$ cat src/rtl/sps_pkg.sv
package sps_pkg;
   typedef enum logic [1:0] {
      MODE_IDLE = 2'd0,
      MODE_TX   = 2'd1,
      MODE_RX   = 2'd2
   } sps_mode_e;

   localparam int FLAG_TX = 0;
   localparam int FLAG_RX = 1;
   localparam int N_FLAGS = 2;
endpackage

$ cat src/rtl/sps_timing.sv
module sps_timing #(
   parameter int BIT_CLKS   = 12,
   parameter int SETUP_CLKS = 10,
   parameter int LOW_CLKS   = 6,
   parameter int NBITS      = 8
) (
   input  logic clk,
   input  logic rst_n,
   input  logic start,
   output logic active,
   output logic sample_pt,
   output logic shift_pt,
   output logic xfer_end,
   output logic sclk
);
   localparam int PW = (BIT_CLKS > 1) ? $clog2(BIT_CLKS) : 1;
   localparam int BW = (NBITS > 1) ? $clog2(NBITS) : 1;
   localparam logic [PW-1:0] PH_LAST = PW'(BIT_CLKS - 1);
   localparam logic [PW-1:0] PH_FALL = PW'(SETUP_CLKS - LOW_CLKS);
   localparam logic [PW-1:0] PH_RISE = PW'(SETUP_CLKS);
   localparam logic [PW-1:0] PH_SAMP = PW'(SETUP_CLKS - 1);
   localparam logic [BW-1:0] BIT_LAST = BW'(NBITS - 1);

   logic [PW-1:0] phase_q, phase_d;
   logic [BW-1:0] bit_q, bit_d;
   logic          active_q, active_d;
   logic          sclk_q, sclk_d;

   // next-state of the slot counters
   always_comb begin
      phase_d  = phase_q;
      bit_d    = bit_q;
      active_d = active_q;
      if (start) begin
         active_d = 1'b1;
         phase_d  = '0;
         bit_d    = '0;
      end else if (active_q) begin
         if (phase_q == PH_LAST) begin
            phase_d = '0;
            if (bit_q == BIT_LAST) active_d = 1'b0;
            else                   bit_d    = bit_q + 1'b1;
         end else begin
            phase_d = phase_q + 1'b1;
         end
      end
   end

   // shift clock registered from next state so the pin never glitches
   always_comb begin
      sclk_d = !(active_d && (phase_d >= PH_FALL) && (phase_d < PH_RISE));
   end

   always_ff @(posedge clk) begin
      if (!rst_n) begin
         phase_q  <= '0;
         bit_q    <= '0;
         active_q <= 1'b0;
         sclk_q   <= 1'b1;
      end else begin
         phase_q  <= phase_d;
         bit_q    <= bit_d;
         active_q <= active_d;
         sclk_q   <= sclk_d;
      end
   end

   assign active    = active_q;
   assign sclk      = sclk_q;
   assign sample_pt = active_q && (phase_q == PH_SAMP);
   assign shift_pt  = active_q && (phase_q == PH_LAST) && (bit_q != BIT_LAST);
   assign xfer_end  = active_q && (phase_q == PH_LAST) && (bit_q == BIT_LAST);
endmodule

$ cat src/rtl/sps_shifter.sv
module sps_shifter #(
   parameter int DATA_W = 8
) (
   input  logic              clk,
   input  logic              rst_n,
   input  logic              load_tx,
   input  logic [DATA_W-1:0] tx_byte,
   input  logic              clear_rx,
   input  logic              shift_tx,
   input  logic              sample_rx,
   input  logic              finish_rx,
   input  logic              sd_in,
   output logic              sd_out,
   output logic [DATA_W-1:0] rx_byte
);
   logic [DATA_W-1:0] shreg_q;
   logic              out_q;
   logic [DATA_W-1:0] rx_q;

   always_ff @(posedge clk) begin
      if (!rst_n) begin
         shreg_q <= '0;
         out_q   <= 1'b0;
      end else if (load_tx) begin
         shreg_q <= tx_byte;
         out_q   <= tx_byte[0];
      end else if (clear_rx) begin
         shreg_q <= '0;
      end else if (shift_tx) begin
         shreg_q <= {1'b0, shreg_q[DATA_W-1:1]};
         out_q   <= shreg_q[1];
      end else if (sample_rx) begin
         shreg_q <= {sd_in, shreg_q[DATA_W-1:1]};
      end
   end

   always_ff @(posedge clk) begin
      if (!rst_n)         rx_q <= '0;
      else if (finish_rx) rx_q <= shreg_q;
   end

   assign sd_out  = out_q;
   assign rx_byte = rx_q;
endmodule

$ cat src/rtl/sps_flags.sv
module sps_flags #(
   parameter int N = 2
) (
   input  logic         clk,
   input  logic         rst_n,
   input  logic [N-1:0] set,
   input  logic [N-1:0] clr,
   output logic [N-1:0] flag
);
   for (genvar g = 0; g < N; g++) begin : g_flag
      logic f_q;
      always_ff @(posedge clk) begin
         if (!rst_n)      f_q <= 1'b0;
         else if (set[g]) f_q <= 1'b1;
         else if (clr[g]) f_q <= 1'b0;
      end
      assign flag[g] = f_q;
   end
endmodule

$ cat src/rtl/sync_shift_port.sv
module sync_shift_port
   import sps_pkg::*;
#(
   parameter int DATA_W     = 8,
   parameter int BIT_CLKS   = 12,
   parameter int SETUP_CLKS = 10,
   parameter int LOW_CLKS   = 6
) (
   input  logic              clk,
   input  logic              rst_n,
   input  logic              tx_wr,
   input  logic [DATA_W-1:0] tx_byte,
   input  logic              rx_en,
   input  logic              tx_done_clr,
   input  logic              rx_done_clr,
   input  logic              sd_in,
   output logic              sclk,
   output logic              sd_out,
   output logic              sd_oe,
   output logic              tx_done,
   output logic              rx_done,
   output logic [DATA_W-1:0] rx_byte
);
   // parameter sanity at elaboration
   if (DATA_W < 2) begin : g_bad_width
      $error("DATA_W must be at least 2");
   end
   if (SETUP_CLKS >= BIT_CLKS) begin : g_bad_setup
      $error("SETUP_CLKS must leave at least one hold clock");
   end
   if (LOW_CLKS < 1 || LOW_CLKS >= SETUP_CLKS) begin : g_bad_low
      $error("LOW_CLKS must be within 1 .. SETUP_CLKS-1");
   end

   sps_mode_e    mode_q;
   logic         timing_active;
   logic         sample_pt, shift_pt, xfer_end;
   logic         start_tx, start_rx;
   logic         oe_q;
   logic         mode_is_rx, mode_is_tx;
   logic [N_FLAGS-1:0] flag_set, flag_clr, flag_q;

   assign start_tx   = tx_wr && !timing_active;
   assign start_rx   = rx_en && !rx_done && !timing_active && !tx_wr;
   assign mode_is_rx = (mode_q == MODE_RX);
   assign mode_is_tx = (mode_q == MODE_TX);

   always_ff @(posedge clk) begin
      if (!rst_n) begin
         mode_q <= MODE_IDLE;
         oe_q   <= 1'b0;
      end else begin
         if (start_tx)      mode_q <= MODE_TX;
         else if (start_rx) mode_q <= MODE_RX;
         else if (xfer_end) mode_q <= MODE_IDLE;

         if (start_tx)      oe_q <= 1'b1;
         else if (xfer_end) oe_q <= 1'b0;
      end
   end

   sps_timing #(
      .BIT_CLKS  (BIT_CLKS),
      .SETUP_CLKS(SETUP_CLKS),
      .LOW_CLKS  (LOW_CLKS),
      .NBITS     (DATA_W)
   ) i_timing (
      .clk      (clk),
      .rst_n    (rst_n),
      .start    (start_tx || start_rx),
      .active   (timing_active),
      .sample_pt(sample_pt),
      .shift_pt (shift_pt),
      .xfer_end (xfer_end),
      .sclk     (sclk)
   );

   sps_shifter #(
      .DATA_W(DATA_W)
   ) i_shifter (
      .clk      (clk),
      .rst_n    (rst_n),
      .load_tx  (start_tx),
      .tx_byte  (tx_byte),
      .clear_rx (start_rx),
      .shift_tx (shift_pt && mode_is_tx),
      .sample_rx(sample_pt && mode_is_rx),
      .finish_rx(xfer_end && mode_is_rx),
      .sd_in    (sd_in),
      .sd_out   (sd_out),
      .rx_byte  (rx_byte)
   );

   always_comb begin
      flag_set          = '0;
      flag_clr          = '0;
      flag_set[FLAG_TX] = xfer_end && mode_is_tx;
      flag_set[FLAG_RX] = xfer_end && mode_is_rx;
      flag_clr[FLAG_TX] = tx_done_clr;
      flag_clr[FLAG_RX] = rx_done_clr;
   end

   sps_flags #(
      .N(N_FLAGS)
   ) i_flags (
      .clk  (clk),
      .rst_n(rst_n),
      .set  (flag_set),
      .clr  (flag_clr),
      .flag (flag_q)
   );

   assign sd_oe   = oe_q;
   assign tx_done = flag_q[FLAG_TX];
   assign rx_done = flag_q[FLAG_RX];
endmodule

$ cat config.mk
export PLATFORM = sky130hd
export DESIGN_NAME = sync_shift_port
export DESIGN_NICKNAME = d
export VERILOG_FILES = /design/src/rtl/sps_pkg.sv /design/src/rtl/sps_timing.sv /design/src/rtl/sps_shifter.sv /design/src/rtl/sps_flags.sv /design/src/rtl/sync_shift_port.sv
export SDC_FILE = /design/constraint.sdc
export NUM_CORES = 1
export LEC_CHECK = 0
export CAP_MARGIN = 10
export CELL_PAD_IN_SITES_DETAIL_PLACEMENT = 1
export CELL_PAD_IN_SITES_GLOBAL_PLACEMENT = 1
export CORE_UTILIZATION = 35
export CTS_CLUSTER_SIZE = 10
export DETAILED_ROUTE_END_ITERATION = 10
export DONT_BUFFER_PORTS = 1
export GPL_TIMING_DRIVEN = 0
export PLACE_DENSITY_LB_ADDON = 0.1
export SETUP_SLACK_MARGIN = 0.1
export SLEW_MARGIN = 20
export SYNTH_ARGS = -nofsm -noshare
export SYNTH_HDL_FRONTEND = slang
export SYNTH_SLANG_ARGS = --single-unit
$ cat constraint.sdc
create_clock -name clk -period 1.6 [get_ports clk]
set_input_delay 0 -clock clk [delete_from_list [all_inputs] [get_ports clk]]
set_output_delay 0 -clock clk [all_outputs]
set_load 0.01 [all_outputs]
# Word-level counts from Yosys, hierarchy flattened
# Index checks and enable logic that the tools add are counted.
op_classes:
  addsub: 2
  magnitude_cmp: 2
  n_eq_ne: 7
  muxes: 23
  n_bitwise: 2
  reduce_logical: 30
op_table:
  columns: ["operator", "count"]
  rows:
  - ["$mux 8", 4]
  - ["$logic_and 1x1->1", 14]
  - ["$mux 1", 14]
  - ["$mux 4", 3]
  - ["$reduce_bool 2->1", 5]
  - ["$eq 4x4->1 const B", 2]
  - ["$add 4x1->4 const B", 1]
  - ["$ge 4x3->1 const B", 1]
  - ["$logic_not 1->1", 4]
  - ["$lt 4x4->1 const B", 1]
  - ["$mux 2", 2]
  - ["$reduce_bool 4->1", 1]
  - ["$reduce_or 2->1", 2]
  - ["$add 3x1->3 const B", 1]
  - ["$eq 3x3->1 const B", 1]
  - ["$ne 3x3->1 const B", 1]
  - ["$reduce_and 3->1", 1]
  - ["$reduce_bool 3->1", 1]
  - ["$eq 2x1->1 const B", 1]
  - ["$eq 2x2->1 const B", 1]
  - ["$ne 2x2->1 const B", 1]
  - ["$not 1->1", 2]
  - ["$reduce_and 2->1", 1]
  - ["$logic_or 1x1->1", 1]
totals:
  reg_bits: 31
  in_bits: 15
  output_inout_bits: 13
  wordCells: 78

# Longest topological paths before layout
logic_depth:
  depth_word: 10
  mapped_depth: 8
  ltp_nobuf: 6

# Modules after synthesis
# Synthesis repeated with hierarchy kept, for this count alone.
hier_totals:
  cells_unflattened: 149
  area_unflattened_um2: 1483.9
by_module_without_submodules:
  columns: ["module", "n_inst", "cells_per_inst", "area_each_um2", "seq_area_each_um2"]
  rows:
  - ["sps_shifter", 1, 78, 745.7, 340.3]
  - ["sps_timing", 1, 46, 459.2, 180.2]
  - ["sync_shift_port", 1, 17, 181.4, 60.1]
  - ["sps_flags", 1, 8, 97.6, 40.0]

# Worst setup path after synthesis
# OpenSTA, ideal clock, no wires.
synth_path:
  path_kind: "reg2reg"
  start: "reg i_timing.bit_q[0]"
  end: "reg i_shifter.shreg_q[7]"
  setup_ps: 116
  arrival_ps: 1465
  t_required_ps: 1484
  path_slack_ps: 19
  path_stages_with_launch: 7
  path_buffers: 0
  period_less_slack_ps: 1581
  cell_sequence: "dfxtp_1 > ha_1 > ha_1 > nor3b_1 > nand2_4 > a22o_1 > o211a_1"
synth_between:
  elab_chain_cells: 6
  elab_cells_between_ends: 7
  classes_between: "eq/ne (1); mux (3); reduce/logical (3)"
synth_rtl:
  columns: ["item", "line_no", "source"]
  rows:
  - ["start, declared", "sps_timing.sv:25", "logic [BW-1:0] bit_q, bit_d;"]
  - ["start signal, assigned", "sps_timing.sv:62", "bit_q <= bit_d;"]
  - ["$ne 3x3->1 (*)", "sps_timing.sv:71", "assign shift_pt = active_q && (phase_q == PH_LAST) && (bit_q != BIT_LAST);"]
  - ["$logic_and 1x1->1 (*)", "sps_timing.sv:71", null]
  - ["$logic_and 1x1->1 (*)", "sync_shift_port.sv:86", ".shift_tx (shift_pt && mode_is_tx),"]
  - ["$mux 8", "sps_shifter.sv:29", "end else if (shift_tx) begin"]
  - ["$mux 8", "sps_shifter.sv:27", "end else if (clear_rx) begin"]
  - ["$mux 8", "sps_shifter.sv:24", "end else if (load_tx) begin"]
  - ["end signal, assigned", "sps_shifter.sv:25", "shreg_q <= tx_byte;"]
  - ["end signal, assigned", "sps_shifter.sv:30", "shreg_q <= {1'b0, shreg_q[DATA_W-1:1]};"]
  - ["end signal, assigned", "sps_shifter.sv:33", "shreg_q <= {sd_in, shreg_q[DATA_W-1:1]};"]
  - ["end, declared", "sps_shifter.sv:16", "logic [DATA_W-1:0] shreg_q;"]
# Mark *: on every way between the ends. The rest lies on a longest branch, timed or not.
# A chain may end at the register's enable or synchronous reset.

# Worst setup path after layout
layout_path:
  start: "reg i_timing.phase_q[1]"
  end: "reg i_shifter.shreg_q[7]"
layout_between:
  elab_chain_cells: 7
  elab_cells_between_ends: 11
  classes_between: "eq/ne (2); mux (3); reduce/logical (6)"
layout_rtl:
  columns: ["item", "line_no", "source"]
  rows:
  - ["start, declared", "sps_timing.sv:24", "logic [PW-1:0] phase_q, phase_d;"]
  - ["start signal, assigned", "sps_timing.sv:61", "phase_q <= phase_d;"]
  - ["$eq 4x4->1", "sps_timing.sv:71", null]
  - ["$logic_and 1x1->1 (2 in a row)", "sps_timing.sv:71", null]
  - ["$logic_and 1x1->1", "sync_shift_port.sv:86", null]
  - ["$mux 8", "sps_shifter.sv:29", null]
  - ["$mux 8", "sps_shifter.sv:27", null]
  - ["$mux 8", "sps_shifter.sv:24", null]
# Several ways; a longest one is shown, not always the timed one.

==> key figures <==
Status
  • Status: finished, final reports clean

Final layout
  • Final Core Density: 47.7%
  • # fillers: 465
  • Share of cells above drive strength 1: 25.8%
  • Antenna cells: 0
  • Layout Nets: between 200 and 250
  • Layout area overhead: 29.0%
  • Cell Count, Final, Fillers Out: 236
  • Commonest non-fill, non-tap cell in the layout: dfxtp_1
  • Storage element area: approximately 630 µm²
  • Most frequent cells in the layout: 25 x dfxtp_1, 21 x nor2_1, 19 x mux2i_1
  • Multi-input gate area: 906 µm²

Power and ir drop
  • Sequential power share: 45.1%
  • P per Cell Area: 942 nW/µm²
  • Pwr Total: 1.82 mW
  • Pint: 1.39 mW
  • Leak: 0.827 nW
  • Max VDD drop: 389 µV
  • Switching share of power: a little under a quarter
  • Clk network pwr share: 44.2%
  • Logic pwr share: 10.7%
  • Psw: 431 µW

Logic synthesis
  • Syn Inst Count: 163
  • Syn Nets: ~180
  • Mapped Area: 1500 µm²
  • Sequential fraction of the synthesis area: 41.4%
  • Seq cells post-synth: 31
  • Synth Area per Inst: 9.20 µm²
  • Unique masters post-synth: 39
  • Synth warnings: 0

Setup path
  • Critical Path AT: ~1700 ps
  • R2r worst-path depth: 7
  • Worst Setup Path Type: flop to flop
  • Worst Path Max Fanout: 8
  • Critical Path Sink Type: flop
  • R2r setup slk: ~100 ps
  • Worst setup SP type: flop
  • Crit path required time: between 1500 and 2000 ps

GRT
  • Global-route wire length before repair: 6050 µm
  • Vias in the first global route: 1,220
  • GRT overflow: 0
  • Initial antenna violation count: 0
  • Largest net degree at the start of global routing: 11
  • GRT Overall Usage: approximately a fifth

STA
  • Max_slew headroom: 62.9%
  • Worst Tran Pin Value: 556 ps
  • FMAX: around 670 MHz
  • Period minus WS final: between 1000 and 1500 ps
  • Max Slew Vio Count: 0
  • Final Setup Violations: 0
  • Crit share post-route: approximately 94%
  • Unrepaired setup endpoints after global routing: yes
  • Final Hold Vio Count: 0
  • Setup Total Neg Slack: 0 ps
  • Clock skew: 10.9 ps

Clock tree
  • CTS buffer count: 5
  • Root buffer cell: clkbuf_8
  • Clk_lat worst skew: approximately 290 ps
  • TritonCTS clock tree: yes
  • CTS max path bufs: 2
  • CTS H-tree lvls: 2
  • Worst-path clk slew: ~70 ps
  • Clock Sinks: 31

Route
  • Initial DRC Count: between 70 and 80
  • Wirelength per Cell: 16.1 µm
  • Avg Vias per Cell: between 5 and 6
  • Total number of vias: 1,224
  • Detailed Routing Iterations Pass 1: 4
  • DRT antenna net count: 0
  • Final WL: between 3000 and 4000 µm
  • DRC viols: 0

Floorplanning
  • # IOs: 28
  • Die width: between 60 and 70 µm
  • Initial core utilization: 36.9%
  • Site row count: 23
  • Die height: 67.4 µm
  • Die area: 4550 µm²
  • Core region area: 4060 µm²

Place
  • Port Buffers: 0
  • Placed Cells: about 210
  • Final GP Congestion: 0.743
  • HPWL Detailed: about 2500 µm

Min path
  • Hold Crit Depth: 4
  • HP Class: primary input to flop

Run
  • Max cap viols: 0
==> power groups by stage <==
| stage | Combinational, mW | Sequential, mW | Clock (mW) |
|---|---|---|---|
| after detailed placement | 0.157 | 0.838 | 0 |
| after floorplan | 0.125 | 0.830 | 0 |
| after global placement | 0.154 | 0.837 | 0 |
| after CTS | 0.180 | 0.822 | 0.831 |
| final | 0.194 | 0.822 | 0.805 |
| after global routing | 0.212 | 0.826 | 0.864 |
==> final cells by class <==
type	instances	share of cell area [%]
plain buffers	8	2.72
clock buffers	6	4.27
clock inverters	2	1.81
inverters	3	0.582
multi-input cells	120	46.8
flip-flops and latches	31	32.5
well taps	50	3.23
repair buffers	16	8.09
==> synth_stat cells (all sizes together) <==
| cell | n | area share (%) |
|---|---|---|
| a211oi | 1 | 0.50 |
| a21oi | 8 | 2.7 |
| a22o | 1 | 0.58 |
| a2bb2oi | 1 | 0.58 |
| a31oi | 1 | 0.42 |
| and2 | 7 | 3.1 |
| and4b | 1 | 0.67 |
| buf | 7 | 3.1 |
| clkbuf | 2 | 0.50 |
| dfxtp | 31 | 41 |
| ha | 4 | 3.3 |
| inv | 3 | 0.75 |
| mux2 | 1 | 0.75 |
| mux2i | 19 | 13 |
| nand2 | 15 | 4.3 |
| nand2b | 3 | 1.3 |
| nand3 | 3 | 2.2 |
| nand3b | 1 | 0.50 |
| nand4 | 2 | 0.83 |
| nand4b | 1 | 0.58 |
| nor2 | 22 | 5.5 |
| nor2b | 4 | 1.7 |
| nor3 | 2 | 0.67 |
| nor3b | 7 | 3.5 |
| nor4b | 1 | 1.0 |
| o211a | 1 | 0.67 |
| o211ai | 1 | 0.50 |
| o21a | 1 | 0.50 |
| o21ai | 7 | 2.3 |
| o21bai | 1 | 0.75 |
| o31ai | 1 | 0.50 |
| xnor2 | 1 | 0.58 |
| xor2 | 2 | 1.2 |
==> final timing paths <==
check	from	endpoint
worst max-delay path	i_timing.phase_q[1]	i_shifter.shreg_q[7]
worst min-delay path	tx_wr	mode_q[0]
worst max register to register	i_timing.phase_q[1]	i_shifter.shreg_q[7]
worst min register to register	i_shifter.shreg_q[0]	i_shifter.shreg_q[0]
==> through the flow <==
stage	setup WS [ps]	area [µm²]	hold slack [ps]
finish	102	1930	25.4
floorplan	102	1510	182
global route	41.1	1930	40.7
detailed placement	-48.2	1570	191
global placement	-11.4	1570	188
CTS	7.17	1870	21.2
==> cell families (layout without fill, tap and decap cells) <==
group,after synthesis,in the layout,synth area share [%]
AOI/OAI and AO/OA,24,24,10.0
DFF,31,31,41.4
xor gates and xnor gates,3,3,1.75
buffers and inverters,12,35,4.34
muxes,20,20,13.4
and+or+nand+nor,69,69,25.7
adders and majority gates,4,4,3.34
==> critical path, cell delays in order (launching register included) <==
cell     delay [ps]
dfxtp_2         340
ha_4            150
and4b_1         180
buf_6           130
buf_6           110
nand2_4          60
nand3_4         160
o211a_1         260
==> state kept, by name (all words and copies together), names as in the netlist <==
signal and count:
i_flags.g_flag.f_q 2, i_timing.phase_q 4, i_shifter.sd_out 1, i_timing.sclk 1
i_timing.bit_q 3, i_timing.active 1, sd_oe 1, i_shifter.shreg_q 8
i_shifter.rx_byte 8, mode_q 2
==> routing by layer <==
layer  vias to the layer above  wire length (µm)  global-route usage, %
li1                        602                 -                      -
met1                       594              1830                   25.0
met2                        23              1780                   28.7
met3                         5               139                   4.90
met4                         0                63                   8.24
met5                         -                 0                      0
==> timing repair <==
action | in CTS | in global routing
setup buffers | 5 | 6
gates cloned | 1 | 0
hold buffers | 5 | 0
hold endpoints to repair | 6 | 0
setup endpoints to repair | 20 | 24
gates resized for setup | 14 | 11
pin swaps | 3 | 7
Note: power is estimated with default switching activity, not from simulation.
